### src/rtl/phy_pin_pkg.sv
package phy_pin_pkg;
    typedef enum logic [1:0] {
        RS_LINK_DOWN = 2'd0,
        RS_IDLE      = 2'd1,
        RS_CARRIER   = 2'd2,
        RS_DATA      = 2'd3
    } rx_state_t;
endpackage

### src/rtl/phy_rx_fsm.sv
module phy_rx_fsm
    import phy_pin_pkg::*;
(
    input  logic clk,
    input  logic rst,
    input  logic speed_100,
    input  logic link_ok,
    input  logic sop,
    input  logic locked,
    input  logic eop,
    output logic carrier,
    output logic valid,
    output logic link_up
);
    rx_state_t st_q, st_d;

    // state register
    always_ff @(posedge clk) begin
        if (rst) st_q <= RS_LINK_DOWN;
        else     st_q <= st_d;
    end

    // transitions
    always_comb begin
        st_d = st_q;
        unique case (st_q)
            RS_LINK_DOWN: if (link_ok) st_d = RS_IDLE;
            RS_IDLE:      if (sop) st_d = speed_100 ? RS_DATA : RS_CARRIER;
            RS_CARRIER: begin
                if (eop)         st_d = RS_IDLE;
                else if (locked) st_d = RS_DATA;
            end
            RS_DATA:      if (eop) st_d = RS_IDLE;
            default:      st_d = RS_LINK_DOWN;
        endcase
        if (!link_ok) st_d = RS_LINK_DOWN;
    end

    // outputs
    always_comb begin
        carrier = 1'b0;
        valid   = 1'b0;
        link_up = 1'b1;
        unique case (st_q)
            RS_LINK_DOWN: link_up = 1'b0;
            RS_IDLE:      ;
            RS_CARRIER:   carrier = 1'b1;
            RS_DATA: begin
                carrier = 1'b1;
                valid   = 1'b1;
            end
            default:      link_up = 1'b0;
        endcase
    end

    // a failed link clears carrier and valid on the next clock
    a_r6_link_fail_quiet: assert property (@(posedge clk) disable iff (rst)
        !link_ok |=> (!carrier && !valid && !link_up));

    // at 10 Mbps valid only rises out of carrier with the clock locked
    a_r4_dv_after_lock: assert property (@(posedge clk) disable iff (rst)
        ($rose(valid) && !$past(speed_100)) |-> ($past(carrier) && $past(locked)));

    // end of packet drops valid on the next clock
    a_r6_eop_drops: assert property (@(posedge clk) disable iff (rst)
        (eop && link_ok && carrier) |=> !valid);
endmodule

### src/rtl/phy_strap_ctl.sv
module phy_strap_ctl #(
    parameter int STRAP_W = 5
) (
    input  logic               clk,
    input  logic               rst,
    input  logic [STRAP_W-1:0] strap,
    input  logic               dis_wr,
    input  logic               dis_val,
    output logic               off
);
    logic off_q;

    // straps follow while in reset; the last reset cycle wins
    always_ff @(posedge clk) begin
        if (rst)         off_q <= &strap;
        else if (dis_wr) off_q <= dis_val;
    end

    assign off = off_q;

    // the disable bit leaving reset reflects the strap pattern
    a_r7_strap_latch: assert property (@(posedge clk)
        ($past(rst) && !rst) |-> (off == $past(&strap)));
endmodule

### src/rtl/phy_tx_map.sv
module phy_tx_map #(
    parameter int SYM_W = 5
) (
    input  logic             off,
    input  logic             fbi,
    input  logic             speed_100,
    input  logic             tx_en,
    input  logic             tx_er,
    input  logic [SYM_W-2:0] txd,
    output logic             core_tx_en,
    output logic             core_tx_er,
    output logic [SYM_W-1:0] core_txd
);
    localparam int NIB_W = SYM_W - 1;

    assign core_tx_en = !off && !fbi && tx_en;
    assign core_tx_er = !off && !fbi && speed_100 && tx_er;

    for (genvar b = 0; b < SYM_W; b++) begin : g_bit
        if (b < NIB_W) begin : g_nib
            assign core_txd[b] = !off && txd[b];
        end else begin : g_top
            assign core_txd[b] = !off && fbi && tx_er;
        end
    end
endmodule

### src/rtl/phy_pin_mux.sv
module phy_pin_mux #(
    parameter int STRAP_W = 5,
    parameter int SYM_W   = 5
) (
    input  logic               clk,
    input  logic               rst,
    input  logic [STRAP_W-1:0] strap_addr,
    input  logic               cfg_bypass,
    input  logic               cfg_speed100,
    input  logic               cfg_lb_off,
    input  logic               cfg_rxen_sel,
    input  logic               cfg_dis_wr,
    input  logic               cfg_dis_val,
    input  logic               link_ok,
    input  logic               sop_det,
    input  logic               clk_locked,
    input  logic               eop_det,
    input  logic               sym_err,
    input  logic               col_det,
    input  logic [SYM_W-1:0]   core_rxd,
    input  logic               tx_en_pin,
    input  logic               tx_er_pin,
    input  logic [SYM_W-2:0]   txd_pin,
    input  logic               rxen_pin,
    output logic [SYM_W-2:0]   rxd_o,
    output logic               rx_er_o,
    output logic               rx_dv_o,
    output logic               crs_o,
    output logic               col_o,
    output logic               rx_clk_oe,
    output logic               rxd_oe,
    output logic               rx_dv_oe,
    output logic               rx_er_oe,
    output logic               col_oe,
    output logic               crs_oe,
    output logic               tp_oe,
    output logic               core_tx_en,
    output logic               core_tx_er,
    output logic [SYM_W-1:0]   core_txd
);
    localparam int NIB_W = SYM_W - 1;

    logic             off, carrier, valid, link_up, rx_grp_en;
    logic [SYM_W-1:0] rxd_q;
    logic             err_q;

    phy_rx_fsm i_fsm (
        .clk(clk), .rst(rst), .speed_100(cfg_speed100), .link_ok(link_ok),
        .sop(sop_det), .locked(clk_locked), .eop(eop_det),
        .carrier(carrier), .valid(valid), .link_up(link_up)
    );

    phy_strap_ctl #(.STRAP_W(STRAP_W)) i_strap (
        .clk(clk), .rst(rst), .strap(strap_addr),
        .dis_wr(cfg_dis_wr), .dis_val(cfg_dis_val), .off(off)
    );

    phy_tx_map #(.SYM_W(SYM_W)) i_tx (
        .off(off), .fbi(cfg_bypass), .speed_100(cfg_speed100),
        .tx_en(tx_en_pin), .tx_er(tx_er_pin), .txd(txd_pin),
        .core_tx_en(core_tx_en), .core_tx_er(core_tx_er), .core_txd(core_txd)
    );

    // one receive pipeline stage keeps data and error on the same cycle
    always_ff @(posedge clk) begin
        if (rst) begin
            rxd_q <= '0;
            err_q <= 1'b0;
        end else begin
            rxd_q <= core_rxd;
            err_q <= sym_err;
        end
    end

    always_comb begin
        if (cfg_bypass) begin
            rxd_o   = rxd_q[NIB_W-1:0];
            rx_er_o = rxd_q[SYM_W-1];
            rx_dv_o = 1'b0;
            col_o   = 1'b0;
            crs_o   = link_up;
        end else begin
            rxd_o   = valid ? rxd_q[NIB_W-1:0] : '0;
            rx_er_o = valid && cfg_speed100 && err_q;
            rx_dv_o = valid;
            col_o   = col_det;
            crs_o   = carrier || (link_up && !off && !cfg_lb_off && tx_en_pin);
        end
    end

    assign rx_grp_en = !off && !(cfg_rxen_sel && !rxen_pin);
    assign rx_clk_oe = rx_grp_en;
    assign rxd_oe    = rx_grp_en;
    assign rx_dv_oe  = rx_grp_en;
    assign rx_er_oe  = rx_grp_en;
    assign col_oe    = rx_grp_en;
    assign crs_oe    = !off;
    assign tp_oe     = !off;

    a_r3_no_err_10m: assert property (@(posedge clk) disable iff (rst)
        (!cfg_bypass && !cfg_speed100) |-> !rx_er_o);

    a_r2_fbi_quiet: assert property (@(posedge clk) disable iff (rst)
        cfg_bypass |-> (!rx_dv_o && !col_o && !core_tx_en));

    a_r8_off_floats: assert property (@(posedge clk) disable iff (rst)
        off |-> !(rx_clk_oe || rxd_oe || rx_dv_oe || rx_er_oe || col_oe
                  || crs_oe || tp_oe || core_tx_en || core_tx_er || (|core_txd)));

    a_r9_rxen_float: assert property (@(posedge clk) disable iff (rst)
        (cfg_rxen_sel && !rxen_pin) |-> !(rx_clk_oe || rxd_oe || rx_dv_oe
                                          || rx_er_oe || col_oe));

    a_r4_dv_has_crs: assert property (@(posedge clk) disable iff (rst)
        (!cfg_bypass && rx_dv_o) |-> crs_o);
endmodule

### config.mk
export PLATFORM = sky130hd
export DESIGN_NAME = phy_pin_mux
export DESIGN_NICKNAME = d
export VERILOG_FILES = /design/src/rtl/phy_pin_pkg.sv /design/src/rtl/phy_rx_fsm.sv /design/src/rtl/phy_strap_ctl.sv /design/src/rtl/phy_tx_map.sv /design/src/rtl/phy_pin_mux.sv
export SDC_FILE = /design/constraint.sdc
export NUM_CORES = 1
export LEC_CHECK = 0
export CAP_MARGIN = 20
export CORE_AREA = 2 2 49 51
export DETAILED_ROUTE_END_ITERATION = 8
export DIE_AREA = 0 0 51 53
export GPL_TIMING_DRIVEN = 0
export PLACE_DENSITY_LB_ADDON = 0.3
export SLEW_MARGIN = 20
export SYNTH_ARGS = -nofsm -noshare
export SYNTH_HDL_FRONTEND = slang
export SYNTH_HIERARCHICAL = 1
export SYNTH_SLANG_ARGS = --single-unit
### constraint.sdc
create_clock -name clk -period 2.3 [get_ports clk]
set_clock_uncertainty 0.1 [all_clocks]
set_input_delay 0.69 -clock clk [delete_from_list [all_inputs] [get_ports clk]]
set_output_delay 0.69 -clock clk [all_outputs]
set_load 0.02 [all_outputs]
==> impl_summary.txt <==
----------------------------------------------------
[Critical path]
  Cell family with the largest share of critical-path delay ... buffers and inverters
  Buffers & Inverters on Critical Path ... 2
  Kind of end point of the critical path ... output port
  Endpoint of the worst-slack reg-to-reg timing path ... i_fsm/st_q[0]
  Reg2reg path depth ... 5
  R2r startpoint ... i_fsm/st_q[0]
  Maximum fanout along the worst path ... 2
  Signal arrival time at the worst endpoint ... 1.51 ns
  Slack of the worst reg-to-reg path ... 0.81 ns
  Category of the critical setup timing path ... in2out
  Worst path required time ... 1.51 ns
  Largest stage delay, worst path ... 0.48 ns
  Startpoint type of the worst setup path ... input port
  Slowest-stage cell, CP ... sky130_fd_sc_hd__clkdlybuf4s50_1
  Worst path cell trace ... clkdlybuf4s50_1 > nor3b_2 > buf_2

[Placed design]
  Number of placed cells counting well taps ... 149
  Final GP Congestion ... 0.672
  PortBufs ... 52
  Place WS ... -0.773 ns
  Post-placement cell area ... 1190 µm²
  Hpwl dp ... 1300 µm

[Cells and area]
  Post-route cell area ... 1230 µm²
  Layout Area Growth over Synthesis ... 92.7%
  Antenna cells ... 0
  Utilization of the core after routing ... 0.571
  Most common library cell in the layout ignoring fill and taps ... sky130_fd_sc_hd__clkdlybuf4s50_1
  Fraction of final layout cells sized beyond drive strength 1 ... 0.362
  Post-route insts no fill ... 155
  Fin nets ... 164
  Most frequent cells in the layout ... sky130_fd_sc_hd__clkdlybuf4s50_1, sky130_fd_sc_hd__nor2b_1, sky130_fd_sc_hd__buf_2

[Pwr]
  Sw Share ... 0.282
  Worst vdd ir ... 0.254 mV
  Part of the total power dissipated in sequential elements ... 0.361
  Reported leakage power ... 0.570 nW
  Part of the power in the clock network ... 0.236
  Ratio of total power to cell area ... 389 nW/µm²
  Switching power total ... 0.134 mW
  Internal Dissipation ... 0.343 mW
  Combinational cell fraction of total power ... 0.403

[Global routing]
  Overall global routing resource usage ... 0.115
  Overflow left after global routing ... 0
  Pin count of the biggest net entering global routing ... 11
  Antenna violations before repair ... 0
  Number of global-route vias before repair ... 588
  First-pass GRT wire length ... 2350 µm

[Clock tree]
  Deepest clock path buffer count ... 2
  Post-CTS Hold Fix Bufs ... 0
  Clk Latency, worst-skew pair ... 0.24 ns
  Clock net sink count ... 9
  Clock-pin transition on the worst setup and hold timing paths ... 0.06 ns
  Number of buffers added by the clock tree synthesis step ... 3
  Clock root buffer ... sky130_fd_sc_hd__clkbuf_4
  TritonCTS clock tree ... yes
  Max H-tree Level ... 1

[Floorplan]
  Number of standard-cell rows in the floorplan ... 17
  Width of the die ... 51 µm
  Boundary Pins ... 53
  Area of the core ... 2150 µm²
  Initial standard-cell utilization of the core ... 0.296
  Height of the die ... 53 µm
  Die Outline Area ... 2700 µm²

[Detailed routing]
  Detailed-router iteration count before antenna repair ... 3
  Final antenna-violating net count ... 0
  Number of DRC violations after detailed routing ... 0
  Total number of vias ... 656
  Final WL ... 1600 µm
  Final routed wire length divided by cell count ... 10.3 µm
  Detailed router's first-iteration violation count ... 1
  Detailed-route vias per instance ... 4.23

[Logic synthesis]
  Netlist cell types ... 28
  Post-Synthesis Cells ... 69
  Cell taking the most area after synthesis ... sky130_fd_sc_hd__dfxtp_1
  Register area share after synthesis ... 0.299
  Dominant cells by area after synthesis ... sky130_fd_sc_hd__dfxtp_1, sky130_fd_sc_hd__nor2b_1, sky130_fd_sc_hd__ha_1, sky130_fd_sc_hd__and2b_2, sky130_fd_sc_hd__buf_4
  Post-Syn Area per Cell ... 9.23 µm²
  Total of warnings raised by yosys ... 6
  Share of the synthesized area in the top cell type ... 0.251
  Syn Nets ... 105
  Netlist Area Pre-Place ... 637 µm²
  Post-synthesis register bit count ... 9

[Worst hold path]
  HP Start ... i_fsm/st_q[1]
  Kind of path behind the tightest hold check ... reg2reg
  Cells on Worst Hold Path ... 2
  Hold Path End ... i_fsm/st_q[1]

[STA]
  Total Negative Setup Slacks ... -0.00145 ns
  Slew at the pin closest to its max-slew limit ... 0.303 ns
  Total count of max-transition violations in the final report ... 0
  Highest clock rate ... 0.435 GHz
  Final-report setup violation count ... 1
  Endpoints failing hold ... 0
  Setup ws final ... -0.00145 ns
  Post-route clock period utilization ... 1.00
  Time the worst path needs with I/O delays and setup ... 2.30 ns
  Worst relative slew slack ... 0.798

[Run]
  # Max-Cap Violations ... 0

[Run status]
  Violated checks ... negative setup slack
  Status ... complete, but fails checks

----------------------------------------------------
cells in the mapped netlist:
cell and count:
sky130_fd_sc_hd__o22ai_1 1, sky130_fd_sc_hd__mux2i_1 3, sky130_fd_sc_hd__nand3_1 2, sky130_fd_sc_hd__and2b_1 1, sky130_fd_sc_hd__or2_1 1, sky130_fd_sc_hd__dfxtp_1 8, sky130_fd_sc_hd__o211ai_1 1, sky130_fd_sc_hd__inv_2 1
sky130_fd_sc_hd__and2b_2 5, sky130_fd_sc_hd__nor2_1 1, sky130_fd_sc_hd__ha_1 5, sky130_fd_sc_hd__nor2b_2 1, sky130_fd_sc_hd__a21oi_1 1, sky130_fd_sc_hd__nand2_1 3, sky130_fd_sc_hd__a221oi_4 1, sky130_fd_sc_hd__and2_1 1
sky130_fd_sc_hd__a32o_1 1, sky130_fd_sc_hd__inv_1 7, sky130_fd_sc_hd__nor3b_1 1, sky130_fd_sc_hd__o21ai_0 1, sky130_fd_sc_hd__edfxtp_1 1, sky130_fd_sc_hd__and4bb_2 1, sky130_fd_sc_hd__nor2b_1 12, sky130_fd_sc_hd__and3b_2 1
sky130_fd_sc_hd__or2_2 1, sky130_fd_sc_hd__buf_4 5, sky130_fd_sc_hd__nand2b_1 1, sky130_fd_sc_hd__nand4bb_1 1
cell type report:
| cell class | instances | area [µm²] |
|---|---|---|
| Buffer | 5 | 41.3 |
| Clock buffer | 4 | 26.3 |
| Fill cell | 205 | 921 |
| Inverter | 8 | 30.0 |
| Multi-Input combinational cell | 47 | 428 |
| Sequential cell | 9 | 195 |
| Tap cell | 28 | 35.0 |
| Timing Repair Buffer | 54 | 472 |
worst max path at each step:
| stage | startpoint | endpoint | depth (start not counted) |
|---|---|---|---|
| final | tx_en_pin | core_tx_en | 3 |
| after CTS | cfg_bypass | rxd_o[0] | 4 |
| after global placement | cfg_bypass | rxd_o[0] | 4 |
| after floorplan | rxen_pin | rx_clk_oe | 3 |
| after detailed placement | cfg_bypass | rxd_o[0] | 4 |
| after global routing | i_fsm/st_q[0] | crs_o | 6 |
what timing repair did:
action	in CTS	in global routing
pin swaps	2	2
setup buffers	2	0
endpoints found under the setup margin	21	10
gates resized for setup	84	12
stage by stage:
step / hold slack (ns) / power [mW]
after floorplan: 0.369 / 0.264
after global placement: 0.394 / 0.372
after detailed placement: 0.417 / 0.376
after CTS: 0.428 / 0.481
after global routing: 0.456 / 0.508
final: 0.427 / 0.477
logic make-up (layout without fill, tap and decap cells):
kind of cell,after synthesis,count (layout),share of synthesized area
compound gates,6,6,0.0943
buf+inv,13,71,0.106
fa+ha+maj,5,5,0.0982
simple gates,33,33,0.356
mux,3,3,0.0472
flops,9,9,0.299
worst reg2reg max path, cell delays in order, from the launching register on:
cell and delay, ns:
sky130_fd_sc_hd__dfxtp_4 0.36, sky130_fd_sc_hd__buf_4 0.14, sky130_fd_sc_hd__ha_1 0.21, sky130_fd_sc_hd__nor2b_1 0.16, sky130_fd_sc_hd__a221oi_4 0.24, sky130_fd_sc_hd__mux2i_1 0.21
power groups by stage:
stage          logic (mW)  clock network, mW  registers [mW]
6_report            0.192              0.113           0.172
5_1_grt             0.206              0.128           0.173
4_1_cts             0.192              0.117           0.172
3_5_place_dp        0.197                  0           0.178
3_3_place_gp        0.194                  0           0.178
2_1_floorplan      0.0879                  0           0.176
layer usage:
metal  GRT usage  part of all wire
met1       0.122              0.37
met2       0.210              0.49
met3      0.0254              0.13
met4      0.0676            0.0088
met5           0                 0
sequential cells by signal (all words and copies together) (netlist names):
register / cells
i_fsm/st_q: 2
i_strap/off: 1
err_q: 1
rxd_q: 5
Power figures use the tool's default switching activity.
